**config.mk**
```make
export PLATFORM = sky130hd
export DESIGN_NAME = blk_cmp_search
export DESIGN_NICKNAME = d
export VERILOG_FILES = /design/src/rtl/csrch_pkg.sv /design/src/rtl/csrch_flag_unit.sv /design/src/rtl/csrch_step_unit.sv /design/src/rtl/csrch_tstate_acc.sv /design/src/rtl/blk_cmp_search.sv
export SDC_FILE = /design/constraint.sdc
export NUM_CORES = 1
export LEC_CHECK = 0
export BUFFER_PORTS_ARGS = -buffer_cell sky130_fd_sc_hd__buf_2
export CAP_MARGIN = 10
export CORE_MARGIN = 2
export CORE_UTILIZATION = 25
export CTS_CLUSTER_DIAMETER = 120
export CTS_CLUSTER_SIZE = 8
export DETAILED_ROUTE_END_ITERATION = 16
export PLACE_DENSITY = 0.48
export SETUP_SLACK_MARGIN = 0.3
export SLEW_MARGIN = 20
export SYNTH_ARGS = -nofsm -noshare
export SYNTH_HDL_FRONTEND = slang
export SYNTH_SLANG_ARGS = --single-unit
```
**constraint.sdc**
```tcl
create_clock -name clk -period 4.4 [get_ports clk]
set_input_delay 1.32 -clock clk [delete_from_list [all_inputs] [get_ports clk]]
set_output_delay 1.32 -clock clk [all_outputs]
set_load 0.01 [all_outputs]
```
**src/rtl/csrch_pkg.sv**
```systemverilog
package csrch_pkg;

    localparam int FLG_S  = 7;
    localparam int FLG_Z  = 6;
    localparam int FLG_H  = 4;
    localparam int FLG_PV = 2;
    localparam int FLG_N  = 1;
    localparam int FLG_C  = 0;

    typedef enum logic [1:0] {
        ST_IDLE    = 2'd0,
        ST_FETCH   = 2'd1,
        ST_COMPARE = 2'd2,
        ST_FINISH  = 2'd3
    } seq_state_t;

    typedef struct packed {
        logic valid;
        logic backward;
        logic repeat_en;
    } op_mode_t;

    // Accepted codes are 101x_x001; bit 3 is direction, bit 4 is repeat.
    function automatic op_mode_t decode_op(input logic [7:0] code);
        op_mode_t m;
        m.valid     = (code[7:5] == 3'b101) && (code[2:0] == 3'b001);
        m.backward  = code[3];
        m.repeat_en = code[4];
        return m;
    endfunction

endpackage

```
**src/rtl/csrch_flag_unit.sv**
```systemverilog
module csrch_flag_unit #(
    parameter int DATA_W = 8
) (
    input  logic [DATA_W-1:0] acc,
    input  logic [DATA_W-1:0] mbyte,
    input  logic              count_nz,
    input  logic              carry_keep,
    output logic [7:0]        flags_new,
    output logic              match
);
    import csrch_pkg::*;

    localparam int HALF_W = DATA_W / 2;

    logic [DATA_W-1:0] diff;
    logic              half_borrow;

    always_comb begin
        diff        = acc - mbyte;
        half_borrow = (acc[HALF_W-1:0] < mbyte[HALF_W-1:0]);
        match       = (diff == '0);
        flags_new           = '0;
        flags_new[FLG_S]    = diff[DATA_W-1];
        flags_new[FLG_Z]    = match;
        flags_new[FLG_H]    = half_borrow;
        flags_new[FLG_PV]   = count_nz;
        flags_new[FLG_N]    = 1'b1;
        flags_new[FLG_C]    = carry_keep;
    end

endmodule

```
**src/rtl/csrch_step_unit.sv**
```systemverilog
module csrch_step_unit #(
    parameter int ADDR_W = 16,
    parameter int CNT_W  = 16
) (
    input  logic [ADDR_W-1:0] ptr_cur,
    input  logic [CNT_W-1:0]  cnt_cur,
    input  logic              backward,
    output logic [ADDR_W-1:0] ptr_next,
    output logic [CNT_W-1:0]  cnt_next,
    output logic              cnt_next_nz
);
    localparam logic [ADDR_W-1:0] ONE_A = ADDR_W'(1);
    localparam logic [CNT_W-1:0]  ONE_C = CNT_W'(1);

    always_comb begin
        ptr_next    = backward ? (ptr_cur - ONE_A) : (ptr_cur + ONE_A);
        cnt_next    = cnt_cur - ONE_C;
        cnt_next_nz = (cnt_next != '0);
    end

endmodule

```
**src/rtl/csrch_tstate_acc.sv**
```systemverilog
module csrch_tstate_acc #(
    parameter int TS_W     = 24,
    parameter int T_REPEAT = 21,
    parameter int T_FINAL  = 16
) (
    input  logic            clk,
    input  logic            rst_n,
    input  logic            clear,
    input  logic            add_en,
    input  logic            add_long,
    output logic [TS_W-1:0] total
);
    localparam logic [TS_W-1:0] INC_LONG  = TS_W'(T_REPEAT);
    localparam logic [TS_W-1:0] INC_SHORT = TS_W'(T_FINAL);

    always_ff @(posedge clk) begin
        if (!rst_n) begin
            total <= '0;
        end else if (clear) begin
            total <= '0;
        end else if (add_en) begin
            total <= total + (add_long ? INC_LONG : INC_SHORT);
        end
    end

endmodule

```
**src/rtl/blk_cmp_search.sv**
```systemverilog
module blk_cmp_search #(
    parameter int ADDR_W   = 16,
    parameter int DATA_W   = 8,
    parameter int CNT_W    = 16,
    parameter int TS_W     = 24,
    parameter int T_REPEAT = 21,
    parameter int T_FINAL  = 16
) (
    input  logic              clk,
    input  logic              rst_n,
    input  logic              start,
    input  logic [7:0]        op_sel,
    input  logic [DATA_W-1:0] acc,
    input  logic [ADDR_W-1:0] ptr_in,
    input  logic [CNT_W-1:0]  cnt_in,
    input  logic              carry_in,
    input  logic              irq,
    output logic              mem_rd_en,
    output logic [ADDR_W-1:0] mem_addr,
    input  logic [DATA_W-1:0] mem_rdata,
    output logic              busy,
    output logic              done,
    output logic [ADDR_W-1:0] ptr_out,
    output logic [CNT_W-1:0]  cnt_out,
    output logic [7:0]        flags,
    output logic              resume_req,
    output logic [TS_W-1:0]   tstates
);
    import csrch_pkg::*;

    seq_state_t state_q, state_d;
    op_mode_t   mode_in;

    logic [ADDR_W-1:0] ptr_q;
    logic [CNT_W-1:0]  cnt_q;
    logic [DATA_W-1:0] acc_q;
    logic [7:0]        flag_q;
    logic              back_q;
    logic              rep_q;
    logic              resume_q;

    logic [ADDR_W-1:0] ptr_nx;
    logic [CNT_W-1:0]  cnt_nx;
    logic              cnt_nx_nz;
    logic [7:0]        flag_nx;
    logic              hit;
    logic              launch;
    logic              more;
    logic              in_compare;

    assign mode_in    = decode_op(op_sel);
    assign launch     = (state_q == ST_IDLE) && start && mode_in.valid;
    assign in_compare = (state_q == ST_COMPARE);
    assign more       = rep_q && cnt_nx_nz && !hit;

    csrch_step_unit #(
        .ADDR_W (ADDR_W),
        .CNT_W  (CNT_W)
    ) u_step (
        .ptr_cur     (ptr_q),
        .cnt_cur     (cnt_q),
        .backward    (back_q),
        .ptr_next    (ptr_nx),
        .cnt_next    (cnt_nx),
        .cnt_next_nz (cnt_nx_nz)
    );

    csrch_flag_unit #(
        .DATA_W (DATA_W)
    ) u_flag (
        .acc        (acc_q),
        .mbyte      (mem_rdata),
        .count_nz   (cnt_nx_nz),
        .carry_keep (flag_q[FLG_C]),
        .flags_new  (flag_nx),
        .match      (hit)
    );

    csrch_tstate_acc #(
        .TS_W     (TS_W),
        .T_REPEAT (T_REPEAT),
        .T_FINAL  (T_FINAL)
    ) u_tacc (
        .clk      (clk),
        .rst_n    (rst_n),
        .clear    (launch),
        .add_en   (in_compare),
        .add_long (more),
        .total    (tstates)
    );

    // next-state logic
    always_comb begin
        state_d = state_q;
        unique case (state_q)
            ST_IDLE:    if (launch) state_d = ST_FETCH;
            ST_FETCH:   state_d = ST_COMPARE;
            ST_COMPARE: state_d = (more && !irq) ? ST_FETCH : ST_FINISH;
            ST_FINISH:  state_d = ST_IDLE;
            default:    state_d = ST_IDLE;
        endcase
    end

    // state register
    always_ff @(posedge clk) begin
        if (!rst_n) state_q <= ST_IDLE;
        else        state_q <= state_d;
    end

    // datapath registers driven by the state
    always_ff @(posedge clk) begin
        if (!rst_n) begin
            ptr_q    <= '0;
            cnt_q    <= '0;
            acc_q    <= '0;
            flag_q   <= '0;
            back_q   <= 1'b0;
            rep_q    <= 1'b0;
            resume_q <= 1'b0;
        end else begin
            unique case (state_q)
                ST_IDLE: begin
                    if (launch) begin
                        ptr_q         <= ptr_in;
                        cnt_q         <= cnt_in;
                        acc_q         <= acc;
                        flag_q[FLG_C] <= carry_in;
                        back_q        <= mode_in.backward;
                        rep_q         <= mode_in.repeat_en;
                        resume_q      <= 1'b0;
                    end
                end
                ST_COMPARE: begin
                    ptr_q  <= ptr_nx;
                    cnt_q  <= cnt_nx;
                    flag_q <= flag_nx;
                    if (more && irq) resume_q <= 1'b1;
                end
                ST_FETCH, ST_FINISH: begin
                end
                default: begin
                end
            endcase
        end
    end

    // port outputs
    always_comb begin
        mem_rd_en  = (state_q == ST_FETCH);
        mem_addr   = ptr_q;
        busy       = (state_q == ST_FETCH) || (state_q == ST_COMPARE);
        done       = (state_q == ST_FINISH);
        ptr_out    = ptr_q;
        cnt_out    = cnt_q;
        flags      = flag_q;
        resume_req = resume_q;
    end

endmodule

```
Word-level counts from Yosys, hierarchy flattened

Cells that the tools add are included.
Widths: inputs -> output; s select.

Register bits: 75
Bits in latches: 0
Bits in writable memories: 0
Bits in read-only memories: 0
Output and inout port bits: 84
Memories: 0

Add/subtract/negate cells: 5
Multiply operators: 0
Div/mod/pow operators: 0
Order comparisons: 1
Equality and inequality tests: 7
Shift operators: 0
Mux-type cells: 12
Bitwise logic cells: 1
Reductions and logical operators: 18

Operator list:

| cell                  | number |
|---|---|
| $pmux 16 s2           | 2 |
| $mux 16               | 3 |
| $sub 16x1->16 const B | 2 |
| $add 24x24->24        | 1 |
| $add 16x1->16 const B | 1 |
| $reduce_bool 16->1    | 1 |
| $logic_not 8->1       | 1 |
| $pmux 2 s4            | 1 |
| $sub 8x8->8           | 1 |
| $logic_and 1x1->1     | 7 |
| $eq 2x2->1 const B    | 2 |
| $lt 4x4->1            | 1 |
| $mux 2                | 2 |
| $reduce_and 2->1      | 2 |
| $eq 3x1->1 const B    | 1 |
| $eq 3x3->1 const B    | 1 |
| $mux 3                | 1 |
| $reduce_and 3->1      | 1 |
| $eq 2x1->1 const B    | 1 |
| $logic_not 1->1       | 2 |
| $logic_not 2->1       | 1 |
| $mux 1                | 2 |
| $ne 2x1->1 const B    | 1 |
| $ne 2x2->1 const B    | 1 |
| 5 further kinds       | 5 |

Depth between registers and ports, before layout

Depth after elaboration: 7
Depth in mapped cells: 18

Modules after synthesis

Synthesis repeated with hierarchy kept, for this count alone.

Cells, all modules: 603
Area total of the unflattened synthesis: 5181.2 um2

By module, submodules not included:

| module           | times used | cells each | area each (um2) |
|---|---|---|---|
| blk_cmp_search   | 1          | 246        | 2453.6 |
| csrch_tstate_acc | 1          | 138        | 1201.2 |
| csrch_step_unit  | 1          | 162        | 1118.6 |
| csrch_flag_unit  | 1          | 57         | 407.9 |

Worst setup path after synthesis

OpenSTA, ideal clock, no wires.

Path kind: input to register
From: in mem_rdata[1]
To: reg u_tacc.total[21]
Library setup time: 0.128 ns
Arrival time: 4.277 ns
Setup slack: -0.005 ns
Cell stages on the path: 17
Path through: inv_1 > ha_1 > nor2b_1 > o31a_1 > o41ai_1 > mux2i_1 > o211ai_1 > nand3b_1 > inv_1 > ha_1 > a31oi_1 > o31a_1 > nor2_1 > and2_1 > nand3_1 > xor2_1 > nor2_1

Longest elaborated chain between the ends: 6

RTL lines:

| what                 | RTL line               | text |
|---|---|---|
| start, declared      | blk_cmp_search.sv:20   | `input logic [DATA_W-1:0] mem_rdata,` |
| $sub 8x8->8          | csrch_flag_unit.sv:19  | `diff = acc - mbyte;` |
| $logic_not 8->1      | csrch_flag_unit.sv:21  | `match = (diff == '0);` |
| $logic_not 1->1      | blk_cmp_search.sv:54   | `assign more = rep_q && cnt_nx_nz && !hit;` |
| $logic_and 1x1->1    | blk_cmp_search.sv:54   |  |
| $mux 3               | csrch_tstate_acc.sv:22 | `total <= total + (add_long ? INC_LONG : INC_SHORT);` |
| $add 24x24->24       | csrch_tstate_acc.sv:22 |  |
| end signal, assigned | csrch_tstate_acc.sv:22 |  |
| end, declared        | csrch_tstate_acc.sv:11 | `output logic [TS_W-1:0] total` |

Every way passes these cells.
A chain may end at the register's enable or synchronous reset.

Final worst setup path

From: in mem_rdata[1]
To: reg u_tacc.total[23]

Same word-level chain as after synthesis.

==> reports/summary.log <==
[critical_path] worst reg-to-reg path cell count 18
[yosys] number of distinct library cells after synthesis 65
[detailed_routing] mean number of vias per cell 4.79
[job] number of maximum-capacitance constraint violations 0
[yosys] cell area after synthesis 4810 um^2
[critical_path] crit path capture type register
[grt] sum of overflow across all layers after global routing 0
[die] Total Die Area 20300 um^2
[pwr] Cell Pwr Density 273 nW/um^2
[yosys] count of flip-flops with a built-in enable after synthesis 0
[detailed_routing] count of vias placed by the detailed router 4727
[grt] vias in the first global route 4391
[yosys] Yosys Warn Count 0
[critical_path] signal arrival time at the worst endpoint 4.35 ns
[pwr] total power draw 1.74 mW
[timing] final setup violating endpoints 0
[detailed_routing] number of detailed-routing iterations run before antenna repair 4
[critical_path] Startpoint Class primary input
[cts] Hold-fix buffers, CTS 0
[place] number of port buffers 142
[cts] H-tree depth 3
[grt] antenna violations before repair 0
[timing] final count of hold timing violations 0
[critical_path] R2R Setup Slk 0.42 ns
[outcome] run status complete, no violations
[grt] global-route wire length before repair 23100 um
[cells_and_area] Layout fillers 2020
[timing] skew final 0.00550 ns
[timing] unrepaired setup endpoints after global routing true
[place] weighted congestion at the end of routability-driven global placement 0.829
[yosys] list of most frequent post-synthesis cells 75 x dfxtp_1, 65 x nor2_1, 43 x nand2_1, 41 x a21oi_1, 39 x o21ai_0
[detailed_routing] routed wire length per instance 15.1 um
[yosys] predominant post-synthesis flop cell dfxtp_1
[critical_path] worst flop-to-flop path startpoint cnt_out[0]
[cells_and_area] post-layout net count 840
[yosys] post-synth top area cell dfxtp_1
[worst_hold_path] origin of the worst min-delay path flags[1]
[yosys] part of the Yosys area used for sequential elements 0.312
[yosys] number of instances in the synthesized netlist 599
[cells_and_area] Layout Area Growth over Synthesis 32.9%
[detailed_routing] final WL 14900 um
[yosys] fraction of synthesis flops using an asynchronous set or reset pin 0
[critical_path] required time reported for the critical path endpoint 4.61 ns
[cts] Clock Sinks 75
[die] Site Rows 50
[yosys] flip-flop and latch count after synthesis 75
[grt] total global-route track usage 0.144
[timing] time the final worst path needs with I/O delays and setup 4.15 ns
[yosys] top cells by area, synth dfxtp_1 31%, ha_1 8.1%, nor2_1 5.1%
[die] effective utilization at floorplan 0.256
[die] Die H 143 um
[cts] clock edge transition at the registers on the reported setup and hold paths 0.07 ns
[detailed_routing] Starting DRT DRC Count 205
[yosys] most used standard cell by instance count after synthesis dfxtp_1
[critical_path] Crit Reg-Reg Endpoint u_tacc.total[23]
[die] I/O pin count 145
[die] chip width 143 um
[cells_and_area] Inserted Diodes 0
[timing] total count of max-transition violations in the final report 0
[die] core area 18800 um^2
[cts] clock insertion delay at the later pin of the skew report 0.35 ns
[cells_and_area] layout cell share with drive strength beyond 1 0.309
[cts] buffer cell driving the clock tree root clkbuf_16
[critical_path] worst setup path category primary input to register
[yosys] Mapped Avg Cell Area 8.02 um^2
[detailed_routing] # DRC 0
[timing] remaining max-slew budget at the tightest pin 0.399
[grt] pin count of the biggest net entering global routing 43
[detailed_routing] remaining number of nets flagged by the antenna check after routing 0
[timing] Slew @ Worst Pin 0.890 ns
[critical_path] largest fanout on the critical path 4
[worst_hold_path] Hold Path Depth 1
[cts] maximum clock insertion buffer count 2
[worst_hold_path] classification of the worst-slack hold path register to register
[cells_and_area] Post-Route Utilization 0.340
[place] half-perimeter wire length after detailed placement 10500 um
[yosys] post-synth top area share 0.312
[timing] final clock period utilization by the worst path 0.942
[worst_hold_path] Hold Path End flags[1]
[pwr] leakage power 2.91 nW
[cts] CTS tree done
[pwr] IR drop worst, VDD 182 uV
[timing] highest clock frequency the design can meet 241 MHz
[cts] number of clock buffers inserted by TritonCTS 9
sequential cells by signal, summed over array words and instances, names as in the netlist:
| name | cells |
|---|---|
| u_tacc.total | 24 |
| cnt_out | 16 |
| mem_addr | 16 |
| acc_q | 8 |
| flags | 6 |
| state_q | 2 |
| back_q | 1 |
| rep_q | 1 |
| resume_req | 1 |
kinds of logic after synthesis:
group | count (synthesis) | share of synthesized area
xor+xnor | 31 | 0.0565
flops | 75 | 0.312
mux | 20 | 0.0417
simple gates | 204 | 0.211
compound gates | 163 | 0.220
fa+ha+maj | 32 | 0.0849
buf+inv | 73 | 0.0732
other cells | 1 | 0.000780
critical path, stage by stage:
cell	delay, ns
buf_8	0.09
inv_12	0.03
ha_4	0.22
nor2b_4	0.12
o31a_1	0.31
o41ai_4	0.29
mux2i_1	0.26
o211ai_1	0.15
nand3b_1	0.15
inv_2	0.08
ha_4	0.29
a31oi_4	0.09
o31a_1	0.35
nor2_2	0.14
and2_4	0.17
nand3_2	0.07
xor2_1	0.16
nor2_1	0.05
power breakdown:
part / internal (mW) / total [mW] / switching [mW]
clock: 0.393 / 0.735 / 0.342
sequential: 0.697 / 0.719 / 0.0213
combinational: 0.116 / 0.290 / 0.174
routing by layer:
metal / GRT usage / vias up / share of wire
li1: - / 2436 / -
met1: 0.196 / 2170 / 0.50
met2: 0.219 / 106 / 0.43
met3: 0.0382 / 15 / 0.048
met4: 0.0516 / 0 / 0.021
met5: 0 / - / 0
per-stage QoR:
stage	setup WS [ns]	TNS, ns	cells	area [um^2]	hold WS [ns]
final	0.254	0	986	6380	0.463
after global routing	0.128	0	986	6380	0.488
after CTS	0.310	0	982	6210	0.467
after detailed placement	-0.160	-0.968	951	5810	0.453
after global placement	-0.118	-0.618	951	5810	0.446
after floorplan	0.293	0	600	4890	0.463
area by class of cell:
| class | instances | area (um^2) | share of cell area |
|---|---|---|---|
| Timing Repair Buffer | 184 | 1050 | 0.164 |
| Tap cell | 234 | 293 | 0.0459 |
| Inverter | 25 | 106 | 0.0167 |
| Multi-Input combinational cell | 452 | 3150 | 0.493 |
| Sequential cell | 75 | 1500 | 0.235 |
| Clock buffer | 9 | 225 | 0.0353 |
| Clock inverter | 7 | 61.3 | 0.00960 |
cell usage in the layout, fill, tap and decap left out, types with 8 or more instances in the layout:
master	count
a211oi_1	11
nand2_1	43
ha_1	26
o21a_1	11
buf_2	141
o21ai_0	37
xor2_1	17
a21oi_1	41
or3_1	8
nor3_1	19
mux2i_1	20
clkbuf_16	9
xnor2_1	12
nor2b_1	8
nand3_1	15
nor2_1	62
a22oi_1	11
inv_1	23
buf_4	39
dfxtp_1	74
how the worst max path moves through the flow:
stage                  from                to
2_1_floorplan  mem_rdata[1]  u_tacc.total[23]
3_3_place_gp   mem_rdata[1]  u_tacc.total[18]
3_5_place_dp   mem_rdata[1]  u_tacc.total[21]
4_1_cts        mem_rdata[1]  u_tacc.total[22]
5_1_grt        mem_rdata[1]  u_tacc.total[23]
6_report       mem_rdata[1]  u_tacc.total[23]
repair_timing:
action,4_1_cts,5_1_grt
pin swaps,0,11
gates resized for setup,1,25
setup buffers,15,4
endpoints found under the hold margin,0,0
endpoints found under the setup margin,7,19
Power figures use the tool's default switching activity.
